File: src/rtl/xchg_pkg.sv
package xchg_pkg;
  localparam int unsigned XCHG_W = 12;
  localparam int unsigned XCHG_LO_DEPTH = 2;

  typedef enum logic {
    RET_HI = 1'b0,
    RET_LO = 1'b1
  } ret_sel_e;
endpackage

File: src/rtl/xchg_en_reg.sv
module xchg_en_reg #(
  parameter int unsigned W = 12
) (
  input  logic         clk_i,
  input  logic         rst_ni,
  input  logic         en_ni,
  input  logic [W-1:0] d_i,
  output logic [W-1:0] q_o
);
  always_ff @(posedge clk_i or negedge rst_ni) begin
    if (!rst_ni)     q_o <= '0;
    else if (!en_ni) q_o <= d_i;
  end
endmodule

File: src/rtl/xchg_n2w_path.sv
module xchg_n2w_path #(
  parameter int unsigned W        = 12,
  parameter int unsigned LO_DEPTH = 2
) (
  input  logic         clk_i,
  input  logic         rst_ni,
  input  logic [W-1:0] n_i,
  input  logic         ld_lo_ni,
  input  logic         ld_hi_ni,
  output logic [W-1:0] lo_q_o,
  output logic [W-1:0] hi_q_o
);
  localparam int unsigned NODES = LO_DEPTH + 1;

  logic [W-1:0] chain [NODES];
  assign chain[0] = n_i;

  // low half: LO_DEPTH stages sharing one enable
  for (genvar g = 0; g < LO_DEPTH; g++) begin : g_lo_stage
    xchg_en_reg #(.W(W)) u_stage (
      .clk_i (clk_i),
      .rst_ni(rst_ni),
      .en_ni (ld_lo_ni),
      .d_i   (chain[g]),
      .q_o   (chain[g+1])
    );
  end

  assign lo_q_o = chain[LO_DEPTH];

  xchg_en_reg #(.W(W)) u_hi (
    .clk_i (clk_i),
    .rst_ni(rst_ni),
    .en_ni (ld_hi_ni),
    .d_i   (n_i),
    .q_o   (hi_q_o)
  );
endmodule

File: src/rtl/xchg_w2n_path.sv
module xchg_w2n_path
  import xchg_pkg::*;
#(
  parameter int unsigned W = 12
) (
  input  logic         clk_i,
  input  logic         rst_ni,
  input  logic [W-1:0] lo_i,
  input  logic [W-1:0] hi_i,
  input  logic         ld_lo_ni,
  input  logic         ld_hi_ni,
  input  logic         sel_lo_i,
  output logic [W-1:0] n_o
);
  logic [W-1:0] lo_q, hi_q;
  ret_sel_e     sel;

  xchg_en_reg #(.W(W)) u_lo (
    .clk_i(clk_i), .rst_ni(rst_ni), .en_ni(ld_lo_ni), .d_i(lo_i), .q_o(lo_q)
  );
  xchg_en_reg #(.W(W)) u_hi (
    .clk_i(clk_i), .rst_ni(rst_ni), .en_ni(ld_hi_ni), .d_i(hi_i), .q_o(hi_q)
  );

  assign sel = ret_sel_e'(sel_lo_i);

  // unregistered select
  always_comb begin
    unique case (sel)
      RET_LO:  n_o = lo_q;
      default: n_o = hi_q;
    endcase
  end
endmodule

File: src/rtl/xchg_dir_ctl.sv
module xchg_dir_ctl #(
  parameter int unsigned W = 12
) (
  input  logic         clk_i,
  input  logic         rst_ni,
  input  logic         n_drive_ni,
  input  logic         w_drive_ni,
  output logic [W-1:0] n_oe_o,
  output logic [W-1:0] w_oe_o
);
  logic n_oe_q, w_oe_q;

  always_ff @(posedge clk_i or negedge rst_ni) begin
    if (!rst_ni) begin
      n_oe_q <= 1'b0;
      w_oe_q <= 1'b0;
    end else begin
      n_oe_q <= ~n_drive_ni;
      w_oe_q <= ~w_drive_ni;
    end
  end

  assign n_oe_o = {W{n_oe_q}};
  assign w_oe_o = {W{w_oe_q}};
endmodule

File: src/rtl/bus_xchg.sv
module bus_xchg
  import xchg_pkg::*;
#(
  parameter int unsigned W        = XCHG_W,
  parameter int unsigned LO_DEPTH = XCHG_LO_DEPTH
) (
  input  logic         clk_i,
  input  logic         rst_ni,
  input  logic [W-1:0] n_i,
  input  logic         ld_nlo_ni,
  input  logic         ld_nhi_ni,
  input  logic         ld_wlo_ni,
  input  logic         ld_whi_ni,
  input  logic         sel_lo_i,
  input  logic         n_drive_ni,
  input  logic         w_drive_ni,
  input  logic [W-1:0] w_lo_i,
  input  logic [W-1:0] w_hi_i,
  output logic [W-1:0] n_o,
  output logic [W-1:0] n_oe_o,
  output logic [W-1:0] w_lo_o,
  output logic [W-1:0] w_lo_oe_o,
  output logic [W-1:0] w_hi_o,
  output logic [W-1:0] w_hi_oe_o
);
  logic [W-1:0] w_oe;

  xchg_n2w_path #(.W(W), .LO_DEPTH(LO_DEPTH)) u_n2w (
    .clk_i   (clk_i),
    .rst_ni  (rst_ni),
    .n_i     (n_i),
    .ld_lo_ni(ld_nlo_ni),
    .ld_hi_ni(ld_nhi_ni),
    .lo_q_o  (w_lo_o),
    .hi_q_o  (w_hi_o)
  );

  xchg_w2n_path #(.W(W)) u_w2n (
    .clk_i   (clk_i),
    .rst_ni  (rst_ni),
    .lo_i    (w_lo_i),
    .hi_i    (w_hi_i),
    .ld_lo_ni(ld_wlo_ni),
    .ld_hi_ni(ld_whi_ni),
    .sel_lo_i(sel_lo_i),
    .n_o     (n_o)
  );

  xchg_dir_ctl #(.W(W)) u_dir (
    .clk_i     (clk_i),
    .rst_ni    (rst_ni),
    .n_drive_ni(n_drive_ni),
    .w_drive_ni(w_drive_ni),
    .n_oe_o    (n_oe_o),
    .w_oe_o    (w_oe)
  );

  assign w_lo_oe_o = w_oe;
  assign w_hi_oe_o = w_oe;
endmodule

File: config.mk
export PLATFORM = sky130hd
export DESIGN_NAME = bus_xchg
export DESIGN_NICKNAME = d
export VERILOG_FILES = /design/src/rtl/xchg_pkg.sv /design/src/rtl/xchg_en_reg.sv /design/src/rtl/xchg_n2w_path.sv /design/src/rtl/xchg_w2n_path.sv /design/src/rtl/xchg_dir_ctl.sv /design/src/rtl/bus_xchg.sv
export SDC_FILE = /design/constraint.sdc
export NUM_CORES = 1
export LEC_CHECK = 0
export BUFFER_PORTS_ARGS = -buffer_cell sky130_fd_sc_hd__buf_4
export CORE_ASPECT_RATIO = 0.6
export CORE_UTILIZATION = 52
export CTS_CLUSTER_SIZE = 30
export DETAILED_ROUTE_END_ITERATION = 8
export PLACE_DENSITY = 0.85
export SYNTH_ARGS = -nofsm -noshare
export SYNTH_HDL_FRONTEND = slang
export SYNTH_SLANG_ARGS = --single-unit
export TNS_END_PERCENT = 100
File: constraint.sdc
create_clock -name clk_i -period 1.9 [get_ports clk_i]
set_input_delay 0.19 -clock clk_i [delete_from_list [all_inputs] [get_ports clk_i]]
set_output_delay 0.19 -clock clk_i [all_outputs]
set_load 0.005 [all_outputs]
==> results.cfg <==
[worst_setup_path]
crit_fanout = 24
crit_type = reg -> out
crit_chain = buf_4
r2r_cells = 1
crit_path_start = u_dir.w_oe_q
cp_slowest_cell = dfrtp_1
reg2reg_from = u_n2w.u_hi.q_o[11]
worstReg2RegEnd = u_n2w.u_hi.q_o[11]
cpPeakStageDelay_ns = 0.73
crit_cells = 1
crit_arrival_ns = 1.26
cp.required_ns = 1.71
crit_buf_inv = 1
crit_path_end = w_lo_oe_o[8]
crit_path_end_kind = output pin
rrSetupSlack_ns = 1.11
critPathTopFamily = flip-flops
critPathLaunchType = flop

[logic_synthesis]
syn_inst = 191
ys_top_cells_by_area = dfrtp_1, mux2_2, buf_4
synth_xor_area_share_pct = 0
synth_common_cells = dfrtp_1, buf_4, mux2_2
synthAdderAreaFrac_pct = 0
yosysMostFrequentCell = dfrtp_1
synth_edf_count = 0
synth_ff_type = dfrtp_1
synth_compound_area_share_pct = 0
synthSimpleGateAreaFrac_pct = 0
synth_top_area_share_pct = 53.75
synth_top_family_by_area = multiplexers
synth_nets = 236
synthMuxAreaShare_pct = 30.69
async_flop_share_pct = 100.0
syn_area_um2 = 2887
ys_ff_latch = 62
syn_avg_cell_area_um2 = 15.11
synth.distinct_cells = 7
synth_seq_area_share_pct = 53.75
synth_top_area_cell = dfrtp_1
yosysWarningCount = 0

[route]
ant_nets = 0
drcViolationCount = 11
wl_met3_um = 387
wl_per_cell_um = 14.61
met2WireLength_um = 2361
vias_per_cell = 4.833
via_count = 1619
firstDrtPassIters = 6
drt_iter0_drc = 45
dr.max_layer_used = met4
wl_met1_um = 2116
wl_um = 4895

[power_and_ir_drop]
power_w = 0.003137
irDropWorstVdd_mv = 0.6078
p_leak_nw = 1.767
pwr_density_cell_nw_per_um2 = 870.8

[status]
violations = design-rule violations
outcome = complete, but fails checks

[timing]
fin_crit_sh_pct = 76.49
rsz0062_at_grt = false
finalSetupTns_ns = 0
final.setup.worst_slack_ns = 0.4467
fin_skew_ns = 0.001745
min_period_ns = 1.453
fmaxAchievable_mhz = 688.1
tightest_slew_ns = 0.7613
finalHoldViolCount = 0
setup_viol = 0
slew_headroom_pct = 49.25
drv_slew = 0

[grt]
grt-ovfl-total = 0
antenna_found_initial = 0
grt_max_degree = 63
grt_pass1_wl_um = 7507
grt_pass1_vias = 1518
grt_use_total_pct = 17.73

[floorplan]
fp.dieH_um = 59.71
io_pins = 117
die_w_um = 98.19
initial_core_util_pct = 55.46
die-area_um2 = 5863
rows = 20
core_um2 = 5205

[final_layout]
syn_to_final_growth_pct = 24.79
regArea_um2 = 1551
diodes = 0
nFillCells = 393
drive_gt1_share_pct = 74.72
multi_input_area_um2 = 885.9
design_area_um2 = 3602
nets = 311
final_cells = 335

[place]
portBuffers = 116
pre_cts_ws_ns = 0.7723
placed_area_um2 = 3398
place_congestion = 0.6409
dp_hpwl_um = 3474
place_inst = 318

[clocking]
h-tree-depth = 3
cts_buffers = 9
clockBufferDepth = 2
hold_buffers = 3
cts_sinks = 62
cts.repair.resized = 0
path_clk_slew_ns = 0.06
cts_root_buffer = clkbuf_8
clkLatencyLatePin_ns = 0.32
cts_tree = done
postCtsSetupRepairBufs = 0

[min_path]
hold_path_class = in -> reg
hp-start = w_hi_i[7]

[run]
drv_cap = 0
## cell usage in the layout (no fill, tap or decap)
| master | count |
|---|---|
| buf_4 | 116 |
| clkbuf_1 | 1 |
| dfrtp_1 | 62 |
| clkbuf_8 | 12 |
| clkinv_2 | 1 |
| inv_1 | 2 |
| mux2_2 | 52 |
| mux2_4 | 20 |
| dlygate4sd3_1 | 3 |
## cells by family after synthesis
group	Yosys count
multiplexers	72
flip-flops	62
buffers and inverters	57
## final cells by class
class	instances	area share, %
sequential	62	43.07
timing repair buffer	119	25.01
multi-input combinational	72	24.59
clock buffer	13	4.689
tap	66	2.292
inverter	2	0.2084
clock inverter	1	0.1389
## flip-flops by register name, indices dropped and copies added (netlist names)
signal / flops
u_w2n.u_lo.q_o: 12
u_dir.n_oe_q: 1
u_dir.w_oe_q: 1
u_n2w.g_lo_stage.u_stage.q_o: 24
u_n2w.u_hi.q_o: 12
u_w2n.u_hi.q_o: 12
## metrics by stage
stage	hold slack, ns	utilization (%)
2_1_floorplan	-0.1056	-
3_3_place_gp	0.3118	65.29
3_5_place_dp	0.3129	65.29
4_1_cts	0.07101	69.21
5_1_grt	0.07687	69.21
6_report	0.09935	69.21
## where the power goes
| group | switching (W) | internal (W) |
|---|---|---|
| Combinational | 0.000183 | 0.000398 |
| Clock | 0.000444 | 0.000564 |
| Sequential | 0.0000839 | 0.00146 |
| Total | 0.000711 | 0.00243 |
## metal layers
metal  up-vias  global-route usage [%]
li1        754                       -
met1       788                   21.76
met2        71                   28.57
met3         6                   7.368
met4         0                   7.036
met5         -                       0
## worst min-delay path by stage
stage | to | depth (start not counted)
finish | u_w2n.u_hi.q_o[7] | 2
global route | u_w2n.u_hi.q_o[3] | 2
CTS | u_w2n.u_hi.q_o[7] | 2
detailed placement | u_n2w.u_hi.q_o[11] | 1
global placement | u_n2w.u_hi.q_o[11] | 1
floorplan | u_dir.n_oe_q | 0
Power figures use the tool's default switching activity.
